`config.mk`:
```
export PLATFORM = sky130hd
export DESIGN_NAME = twi_mem_slave
export DESIGN_NICKNAME = d
export VERILOG_FILES = /design/src/rtl/twi_pkg.sv /design/src/rtl/twi_line_sync.sv /design/src/rtl/twi_page_store.sv /design/src/rtl/twi_mem_slave.sv
export SDC_FILE = /design/constraint.sdc
export NUM_CORES = 1
export LEC_CHECK = 0
export BUFFER_PORTS_ARGS = -buffer_cell sky130_fd_sc_hd__buf_2
export CAP_MARGIN = 10
export CORE_AREA = 2 2 135 164
export CTS_BUF_LIST = sky130_fd_sc_hd__clkbuf_16
export DETAILED_ROUTE_END_ITERATION = 10
export DIE_AREA = 0 0 137 166
export PLACE_DENSITY = 0.73
export SETUP_SLACK_MARGIN = 0.1
export SYNTH_ARGS = -nofsm -noshare
export SYNTH_HDL_FRONTEND = slang
export SYNTH_HIERARCHICAL = 1
export SYNTH_SLANG_ARGS = --single-unit
```
`constraint.sdc`:
```
create_clock -name clk -period 7.4 [get_ports clk]
set_input_delay 0.74 -clock clk [delete_from_list [all_inputs] [get_ports clk]]
set_output_delay 0.74 -clock clk [all_outputs]
set_load 0.05 [all_outputs]
```
`src/rtl/twi_pkg.sv`:
```
package twi_pkg;

   typedef enum logic [2:0] {
      ST_IDLE,
      ST_DEV,
      ST_WADR,
      ST_WDAT,
      ST_TX,
      ST_MACK,
      ST_SKIP
   } twi_st_e;

endpackage

```
`src/rtl/twi_line_sync.sv`:
```
module twi_line_sync #(
   parameter int STAGES = 2
) (
   input  logic clk,
   input  logic rst_n,
   input  logic scl_i,
   input  logic sda_i,
   output logic sda_s,
   output logic scl_rise,
   output logic scl_fall,
   output logic start_ev,
   output logic stop_ev
);

   initial begin
      assert (STAGES >= 2) else $fatal(1, "twi_line_sync: STAGES must be at least 2");
   end

   logic [STAGES-1:0] scl_ff, sda_ff;
   logic              scl_p, sda_p;

   always_ff @(posedge clk or negedge rst_n) begin
      if (!rst_n) begin
         scl_ff <= '1;
         sda_ff <= '1;
         scl_p  <= 1'b1;
         sda_p  <= 1'b1;
      end else begin
         scl_ff <= {scl_ff[STAGES-2:0], scl_i};
         sda_ff <= {sda_ff[STAGES-2:0], sda_i};
         scl_p  <= scl_ff[STAGES-1];
         sda_p  <= sda_ff[STAGES-1];
      end
   end

   logic scl_s;
   assign scl_s    = scl_ff[STAGES-1];
   assign sda_s    = sda_ff[STAGES-1];
   assign scl_rise = scl_s & ~scl_p;
   assign scl_fall = ~scl_s & scl_p;
   assign start_ev = scl_s & scl_p & sda_p & ~sda_s;
   assign stop_ev  = scl_s & scl_p & ~sda_p & sda_s;

endmodule

```
`src/rtl/twi_page_store.sv`:
```
module twi_page_store #(
   parameter int ADDR_W     = 8,
   parameter int PAGE_BYTES = 16,
   parameter int WR_CYCLES  = 625000
) (
   input  logic                                    clk,
   input  logic                                    rst_n,
   input  logic                                    put_en,
   input  logic [$clog2(PAGE_BYTES)-1:0]           put_col,
   input  logic [ADDR_W-$clog2(PAGE_BYTES)-1:0]    put_page,
   input  logic [7:0]                              put_data,
   input  logic                                    clr,
   input  logic                                    go,
   output logic                                    busy,
   output logic                                    mem_wr,
   output logic [ADDR_W-1:0]                       mem_waddr,
   output logic [7:0]                              mem_wdata
);

   localparam int COL_W  = $clog2(PAGE_BYTES);
   localparam int PAGE_W = ADDR_W - COL_W;
   localparam int TMR_W  = $clog2(WR_CYCLES + 1);
   localparam logic [TMR_W-1:0] PB_T   = TMR_W'(PAGE_BYTES);
   localparam logic [TMR_W-1:0] LAST_T = TMR_W'(WR_CYCLES - 1);

   initial begin
      assert (PAGE_BYTES == (1 << COL_W)) else $fatal(1, "twi_page_store: PAGE_BYTES must be a power of two");
      assert (WR_CYCLES >= PAGE_BYTES) else $fatal(1, "twi_page_store: WR_CYCLES shorter than a page");
   end

   logic [PAGE_BYTES*8-1:0] flat;
   logic [PAGE_BYTES-1:0]   mask_q;
   logic [PAGE_W-1:0]       page_q;
   logic [TMR_W-1:0]        tmr_q;
   logic                    busy_q;

   for (genvar g = 0; g < PAGE_BYTES; g++) begin : g_ent
      logic [7:0] byte_q;
      always_ff @(posedge clk or negedge rst_n) begin
         if (!rst_n)
            byte_q <= '0;
         else if (put_en && put_col == COL_W'(g))
            byte_q <= put_data;
      end
      assign flat[g*8 +: 8] = byte_q;
   end

   logic done;
   assign done = busy_q && tmr_q == LAST_T;

   always_ff @(posedge clk or negedge rst_n) begin
      if (!rst_n) begin
         mask_q <= '0;
         page_q <= '0;
         tmr_q  <= '0;
         busy_q <= 1'b0;
      end else begin
         if (clr || done)
            mask_q <= '0;
         else if (put_en)
            mask_q[put_col] <= 1'b1;
         if (put_en)
            page_q <= put_page;
         if (busy_q) begin
            tmr_q <= tmr_q + 1'b1;
            if (done)
               busy_q <= 1'b0;
         end else if (go && |mask_q) begin
            busy_q <= 1'b1;
            tmr_q  <= '0;
         end
      end
   end

   logic [COL_W-1:0] idx;
   assign idx       = tmr_q[COL_W-1:0];
   assign busy      = busy_q;
   assign mem_wr    = busy_q && tmr_q < PB_T && mask_q[idx];
   assign mem_waddr = {page_q, idx};
   assign mem_wdata = flat[idx*8 +: 8];

endmodule

```
`src/rtl/twi_mem_slave.sv`:
```
module twi_mem_slave
   import twi_pkg::*;
#(
   parameter int         ADDR_W      = 8,
   parameter int         PAGE_BYTES  = 16,
   parameter int         WR_CYCLES   = 625000,
   parameter int         SYNC_STAGES = 2,
   parameter logic [3:0] DEV_CODE    = 4'b1010
) (
   input  logic              clk,
   input  logic              rst_n,
   input  logic              scl_i,
   input  logic              sda_i,
   output logic              sda_oe,
   input  logic [2:0]        strap_i,
   output logic [ADDR_W-1:0] mem_addr,
   output logic              mem_rd_en,
   input  logic [7:0]        mem_rdata,
   output logic              mem_wr,
   output logic [7:0]        mem_wdata,
   output logic [ADDR_W-1:0] wp_addr,
   input  logic              wp_deny
);

   localparam int COL_W = $clog2(PAGE_BYTES);

   initial begin
      assert (ADDR_W <= 8 && ADDR_W > COL_W) else $fatal(1, "twi_mem_slave: ADDR_W out of range");
   end

   logic sda_s, scl_rise, scl_fall, start_ev, stop_ev;

   twi_line_sync #(.STAGES(SYNC_STAGES)) u_sync (
      .clk(clk), .rst_n(rst_n), .scl_i(scl_i), .sda_i(sda_i),
      .sda_s(sda_s), .scl_rise(scl_rise), .scl_fall(scl_fall),
      .start_ev(start_ev), .stop_ev(stop_ev)
   );

   twi_st_e           state;
   logic [3:0]        cnt;
   logic [7:0]        sh, tx;
   logic [ADDR_W-1:0] addr;
   logic              oe_q, rw_q, fetch_q, load_q;
   logic              st_busy;
   logic [ADDR_W-1:0] st_waddr;

   logic dev_hit, byte_end, put_en, clr;
   assign byte_end = scl_fall && cnt == 4'd8;
   assign dev_hit  = sh[7:4] == DEV_CODE && sh[3:1] == strap_i && !st_busy;
   assign put_en   = !start_ev && !stop_ev && state == ST_WDAT && byte_end && !wp_deny;
   assign clr      = !start_ev && !stop_ev && state == ST_DEV && byte_end && dev_hit && !sh[0];

   twi_page_store #(.ADDR_W(ADDR_W), .PAGE_BYTES(PAGE_BYTES), .WR_CYCLES(WR_CYCLES)) u_store (
      .clk(clk), .rst_n(rst_n),
      .put_en(put_en), .put_col(addr[COL_W-1:0]), .put_page(addr[ADDR_W-1:COL_W]),
      .put_data(sh), .clr(clr), .go(stop_ev),
      .busy(st_busy), .mem_wr(mem_wr), .mem_waddr(st_waddr), .mem_wdata(mem_wdata)
   );

   always_ff @(posedge clk or negedge rst_n) begin
      if (!rst_n) begin
         state   <= ST_IDLE;
         cnt     <= '0;
         sh      <= '0;
         tx      <= '0;
         addr    <= '0;
         oe_q    <= 1'b0;
         rw_q    <= 1'b0;
         fetch_q <= 1'b0;
         load_q  <= 1'b0;
      end else begin
         fetch_q <= 1'b0;
         load_q  <= fetch_q;
         if (load_q)
            tx <= mem_rdata;
         if (start_ev) begin
            state <= ST_DEV;
            cnt   <= '0;
            oe_q  <= 1'b0;
         end else if (stop_ev) begin
            state <= ST_IDLE;
            oe_q  <= 1'b0;
         end else begin
            unique case (state)
               ST_DEV, ST_WADR, ST_WDAT: begin
                  if (scl_rise && cnt < 4'd9) begin
                     if (cnt < 4'd8)
                        sh <= {sh[6:0], sda_s};
                     cnt <= cnt + 1'b1;
                  end else if (byte_end) begin
                     oe_q <= 1'b1;
                     if (state == ST_DEV) begin
                        if (dev_hit) begin
                           rw_q    <= sh[0];
                           fetch_q <= sh[0];
                        end else begin
                           oe_q  <= 1'b0;
                           state <= ST_SKIP;
                        end
                     end else if (state == ST_WADR)
                        addr <= sh[ADDR_W-1:0];
                     else
                        addr <= {addr[ADDR_W-1:COL_W], addr[COL_W-1:0] + 1'b1};
                  end else if (scl_fall && cnt == 4'd9) begin
                     oe_q <= 1'b0;
                     cnt  <= '0;
                     if (state == ST_DEV && rw_q) begin
                        state <= ST_TX;
                        oe_q  <= ~tx[7];
                        tx    <= {tx[6:0], 1'b0};
                        cnt   <= 4'd1;
                     end else if (state == ST_DEV)
                        state <= ST_WADR;
                     else
                        state <= ST_WDAT;
                  end
               end
               ST_TX: begin
                  if (scl_fall) begin
                     if (cnt < 4'd8) begin
                        oe_q <= ~tx[7];
                        tx   <= {tx[6:0], 1'b0};
                        cnt  <= cnt + 1'b1;
                     end else begin
                        oe_q  <= 1'b0;
                        state <= ST_MACK;
                     end
                  end
               end
               ST_MACK: begin
                  if (scl_rise) begin
                     addr <= addr + 1'b1;
                     if (!sda_s)
                        fetch_q <= 1'b1;
                     else
                        state <= ST_SKIP;
                  end else if (scl_fall) begin
                     state <= ST_TX;
                     oe_q  <= ~tx[7];
                     tx    <= {tx[6:0], 1'b0};
                     cnt   <= 4'd1;
                  end
               end
               default: ;
            endcase
         end
      end
   end

   assign sda_oe    = oe_q;
   assign mem_rd_en = fetch_q;
   assign mem_addr  = st_busy ? st_waddr : addr;
   assign wp_addr   = addr;

endmodule

```
## Word-level counts from Yosys, hierarchy flattened

Cells that the tools add are included.

- Register bits after elaboration: 210
- Bits in latches: 0
- Bits in writable memories: 0
- Bits in read-only memories: 0
- Input bits: 16
- Output and inout bits: 27
- Word-level logic and storage cells: 242
- Memories: 0

- $add $sub $neg: 4
- Multipliers: 0
- Div/mod/pow operators: 0
- Order comparisons: 6
- Equal/unequal tests: 47
- Shift operators: 1
- Multiplexer cells: 78
- Bitwise logic cells: 16
- Reduce and logical (&&, ||, !) cells: 56

Operators by type and width:

| cell | number |
|---|---|
| 8-bit 2-to-1 mux | 17 |
| 128-bit by 8-bit indexed part select with 8-bit output | 1 |
| 4-bit == test, second input constant | 11 |
| 20-bit 2-to-1 mux | 2 |
| 3-bit 2-to-1 mux | 13 |
| 4-bit 2-to-1 mux | 9 |
| 1-bit logical AND | 35 |
| 16-bit 2-to-1 mux | 2 |
| 4-bit inequality test, second input constant | 7 |
| 1-bit 2-to-1 mux | 27 |
| 8-bit one-hot mux with 3 select lines | 1 |
| 20-bit by 1-bit adder with 20-bit output, second input constant | 1 |
| 20-bit == test, second input constant | 1 |
| 20-bit by 5-bit < comparator with 1-bit output, second input constant | 1 |
| 5-bit inequality test, second input constant | 4 |
| 4-bit by 3-bit == test with 1-bit output, second input constant | 4 |
| 16-bit bitwise OR | 1 |
| 8-bit one-hot mux with 2 select lines | 1 |
| 8-bit AND reduction | 2 |
| 16-bit OR reduction | 1 |
| 7-bit AND reduction | 2 |
| 2-bit inequality test, second input constant | 6 |
| 3-bit inequality test, second input constant | 4 |
| 4-bit one-hot mux with 3 select lines | 1 |
| other kinds (29) | 54 |

## Logic depth before layout (Yosys ltp)

- Depth after elaboration: 11
- Gate-level depth with buffers: 11
- Mapped depth without buffers: 8

## Modules after synthesis

Netlist, hierarchy kept.

Modules (own cells, without submodules):

| module | instances | cells each | area an instance (µm²) | sequential area each (µm²) |
|---|---|---|---|---|
| twi_page_store | 1 | 532 | 7,861.3 | 4,229.1 |
| twi_mem_slave | 1 | 268 | 2,572.5 | 875.8 |
| twi_line_sync | 1 | 10 | 190.2 | 157.7 |

## Worst setup path after synthesis

No wires, ideal clock.

- Kind: register to output
- Start: reg u_store.tmr_q[5]
- End: out mem_wr
- Data arrival time: 2.471 ns
- Required time: 6.660 ns
- Setup slack: 4.189 ns
- Cell stages (with the launch flop): 5
- Path buffers: 0
- Path through: dfrtp_1 -> or4_2 -> nor4_1 -> nand2_1 -> a211oi_1

- Word-level cells in the longest chain between the ends: 3

Ends and longest elaborated chain:

| item | line | RTL |
|---|---|---|
| start: declaration | twi_page_store.sv:34 | `logic [TMR_W-1:0] tmr_q;` |
| start signal: assignment | twi_page_store.sv:65 | `tmr_q <= tmr_q + 1'b1;` |
| 20-bit by 5-bit < comparator with 1-bit output | twi_page_store.sv:78 | `assign mem_wr = busy_q && tmr_q < PB_T && mask_q[idx];` |
| 1-bit logical AND (2 in a row) | twi_page_store.sv:78 |  |
| end: declaration | twi_mem_slave.sv:19 | `output logic mem_wr,` |

No other way between the ends.

## Final worst setup path

- Start: reg u_sync.scl_p
- End: reg u_store.g_ent[3].byte_q[6]

- Elaborated cells between the ends (all ways): 14
- Those cells by class: bitwise: 6; reduce/logical: 8

RTL lines:

| item | line | RTL |
|---|---|---|
| start: declaration | twi_line_sync.sv:20 | `logic scl_p, sda_p;` |
| start signal: assignment | twi_line_sync.sv:31 | `scl_p <= scl_ff[STAGES-1];` |
| 1-bit AND | twi_line_sync.sv:40 | `assign scl_fall = ~scl_s & scl_p;` |
| via scl_fall | twi_mem_slave.sv:31 | `logic sda_s, scl_rise, scl_fall, start_ev, stop_ev;` |
| 1-bit logical AND | twi_mem_slave.sv:48 | `assign byte_end = scl_fall && cnt == 4'd8;` |
| 1-bit logical AND (2 in a row) | twi_mem_slave.sv:50 | `assign put_en = !start_ev && !stop_ev && state == ST_WDAT && byte_end && !wp_deny;` |
| via put_en | twi_mem_slave.sv:47 | `logic dev_hit, byte_end, put_en, clr;` |
| 1-bit logical AND | twi_page_store.sv:42 | `else if (put_en && put_col == COL_W'(g))` |
| end signal: assignment | twi_page_store.sv:43 | `byte_q <= put_data;` |
| end: declaration | twi_page_store.sv:38 | `logic [7:0] byte_q;` |

The timed path passes the listed nets, and every way through them passes these cells.
A chain may end at the register's enable or synchronous reset.

==> reports/qor.csv <==
metric,value,unit
status,"finished, final reports clean",
Net Sw Frac,35.3,%
# H-tree levels,1,
Final Net Count,852,
initial antenna violation count,0,
Final min period,3.85,ns
Worst setup SP type,flip-flop,
Top Ports,43,
Critical Path RT,7.78,ns
Slew HR,26.4,%
period utilisation layout,52.0,%
CP Class,flip-flop to flip-flop,
Post-synth EDFFs,0,
Post-DP HPWL,14700,um
RSZ-0062 raised after global routing,no,
port bufs,42,
die width,137,um
"commonest non-fill, non-tap cell in the layout",dfrtp_1,
Crit path arrival time,4.23,ns
crit-path max FO,10,
Setup crit start,u_sync/scl_p,
number of nets with antenna violations after routing,0,
CTS tree,done,
clock skew,0.0165,ns
leakage power,5.36,nW
r2r startpoint,u_sync/scl_p,
register area share after synthesis,49.5,%
Seq pwr share,46.0,%
WL/cell,20.2,um
CTS max path bufs,3,
diodes inserted,0,
Detailed Route Iter0 Violations,563,
fillers,1774,
logic gate share of total power,21.6,%
Cell Int Power,0.00217,W
vias per cell,6.03,
MaxCap Viol Count,0,
CTS Hold Bufs,0,
worst hold path type,input pin to asynchronous set/reset pin,
Clock power frac,32.4,%
Total GRT Usage,21.1,%
count of cell types in the netlist,84,
Hold WS,0.225,ns
WL final,22700,um
#FFs+latches synth,210,
Synth Net Count,831,
sequential cell area,0.00527,mm^2
RePlAce Congestion,0.886,
Starting Density,50.0,%
# resized after CTS,0,
Most used DFF post-synth,dfrtp_1,
Mapped Cells,810,
max-slew violations,0,
PwrDens,289,mW/mm^2
Psw,0.00119,W
"Async S/R FF share, synth",100,%
DRC,0,
vias in the first global route,7011,
footprint of the multi-input gates,0.00498,mm^2
setup total negative slack,0,ns
Die Area,0.0227,mm^2
Hold Fails Final Rpt,0,
CTS root buffer,clkbuf_16,
Peak VDD IR,202,uV
Setup Buffers After CTS,0,
Area Growth Syn to Fin,9.45,%
synthesized area,0.0106,mm^2
f_max,260,MHz
TritonCTS buffer count,22,
clk slew on worst S/H paths,0.06,ns
Row Count,59,
pin count of the biggest net entering global routing,80,
Setup-failing EPs final,0,
core area,0.0213,mm^2
CP Capture Type,flip-flop,
"commonest non-fill, non-tap cells in the layout","dfrtp_1, mux2_2, mux4_2, buf_2, nand2_1",
Sink Count,210,
Syn Area/Cell,13.1,um^2
slew at the pin closest to its max-slew limit,1.10,ns
GR Overflow Total,0,
routed via count,6752,
total of warnings raised by yosys,6,
clock insertion delay at the later pin of the skew report,0.51,ns
layout cells sized above 1,37.0,%
die height,166,um
DRT Pass-1 Iters,5,
first-pass GRT wire length,38100,um
-- registers in the layout, indices dropped and copies added, names as in the netlist --
register              cells
mem_rd_en                 1
state                     3
u_store/tmr_q            20
tx                        8
u_sync/sda_ff             2
rw_q                      1
u_sync/sda_p              1
sda_oe                    1
sh                        8
u_store/g_ent.byte_q    128
load_q                    1
wp_addr                   8
u_store/busy              1
cnt                       4
u_sync/scl_ff             2
u_store/page_q            4
u_sync/scl_p              1
u_store/mask_q           16
-- power by group through the flow --
stage / clock network [W] / logic (W) / registers (W)
2_1_floorplan: 0 / 0.000696 / 0.00138
3_3_place_gp: 0 / 0.000722 / 0.00156
3_5_place_dp: 0 / 0.000730 / 0.00156
4_1_cts: 0.00111 / 0.000732 / 0.00154
5_1_grt: 0.00116 / 0.000797 / 0.00157
6_report: 0.00109 / 0.000727 / 0.00155
-- area by class of cell --
type                    instances  area share (%)
flip-flops and latches        210            45.3
clock buffers                  22            4.73
clock inverters                17            1.40
multi-input cells             531            42.8
repair buffers                 47            2.21
inverters                      19           0.635
well taps                     274            2.95
-- critical path: stages, from the launching register on --
cell	delay [ns]
dfstp_2	0.54
nor2b_1	0.54
and4b_1	0.44
nand2_1	0.14
nor4b_1	0.27
buf_4	0.23
nor3b_1	0.44
nor2b_1	0.72
mux2_2	0.41
-- layer usage --
metal / global-route usage (%) / up-vias / wire length (um)
li1: - / 3070 / -
met1: 29.1 / 3509 / 9930
met2: 35.2 / 139 / 11500
met3: 2.84 / 34 / 826
met4: 5.56 / 0 / 422
met5: 0 / - / 0
-- cells by family after synthesis --
group           Yosys count  synth area share (%)
fa+ha+maj                 5                 0.589
compound gates          111                  7.47
mux                     210                  27.1
buf+inv                  69                  3.63
simple gates            196                  11.0
xor+xnor                  9                 0.742
flops                   210                  49.5
-- final timing paths --
check,to,slack [ns],cells past startpoint
hold reg to reg,u_sync/sda_ff[1],0.36,0
setup / recovery,u_store/g_ent[3].byte_q[6],3.55,8
max in group asynchronous,sda_oe,5.79,2
setup reg to reg,u_store/g_ent[3].byte_q[6],3.55,8
min in group clk,u_sync/sda_ff[0],0.33,1
hold / removal,u_store/g_ent[7].byte_q[2],0.22,1
-- stage by stage --
step | area [um^2] | worst slack [ns] | instances | util [%] | power, W
floorplan | 10600 | 4.19 | 810 | - | 0.00208
global placement | 10900 | 3.72 | 1081 | 51.3 | 0.00228
detailed placement | 10900 | 3.60 | 1081 | 51.3 | 0.00229
CTS | 11600 | 3.59 | 1120 | 54.7 | 0.00339
global route | 11600 | 3.28 | 1120 | 54.7 | 0.00353
finish | 11600 | 3.55 | 1120 | 54.7 | 0.00336
-- Yosys cell counts (4+ instances only) --
library cell  instances  share of area, %
a211oi_1              4              0.28
nand3_1              23               1.1
buf_2                11              0.52
buf_1                 5              0.18
mux4_2               44               9.3
mux2_4                6              0.85
or3_1                10              0.59
nor4_1                5              0.29
a31oi_1               7              0.41
nand2b_1             14              0.82
dfrtp_1             204                48
buf_6                 7              0.74
nor3_1               14              0.66
clkbuf_1             17              0.60
a21oi_1              20              0.94
o2bb2ai_1             4              0.33
a21boi_0              6              0.42
ha_1                  5              0.59
and3_1                6              0.35
nand2_1              31               1.1
nand4_1              10              0.59
inv_1                18              0.64
dfstp_2               6               1.5
mux2_2              153                16
xnor2_1               6              0.49
o21a_1               11              0.78
nor2_1               30               1.1
o21ai_0              21              0.99
mux2i_1               5              0.47
nor2b_1               5              0.29
a2bb2oi_1             4              0.33
buf_4                 7              0.49
or4_1                 9              0.64
Note: power is estimated with default switching activity, not from simulation.
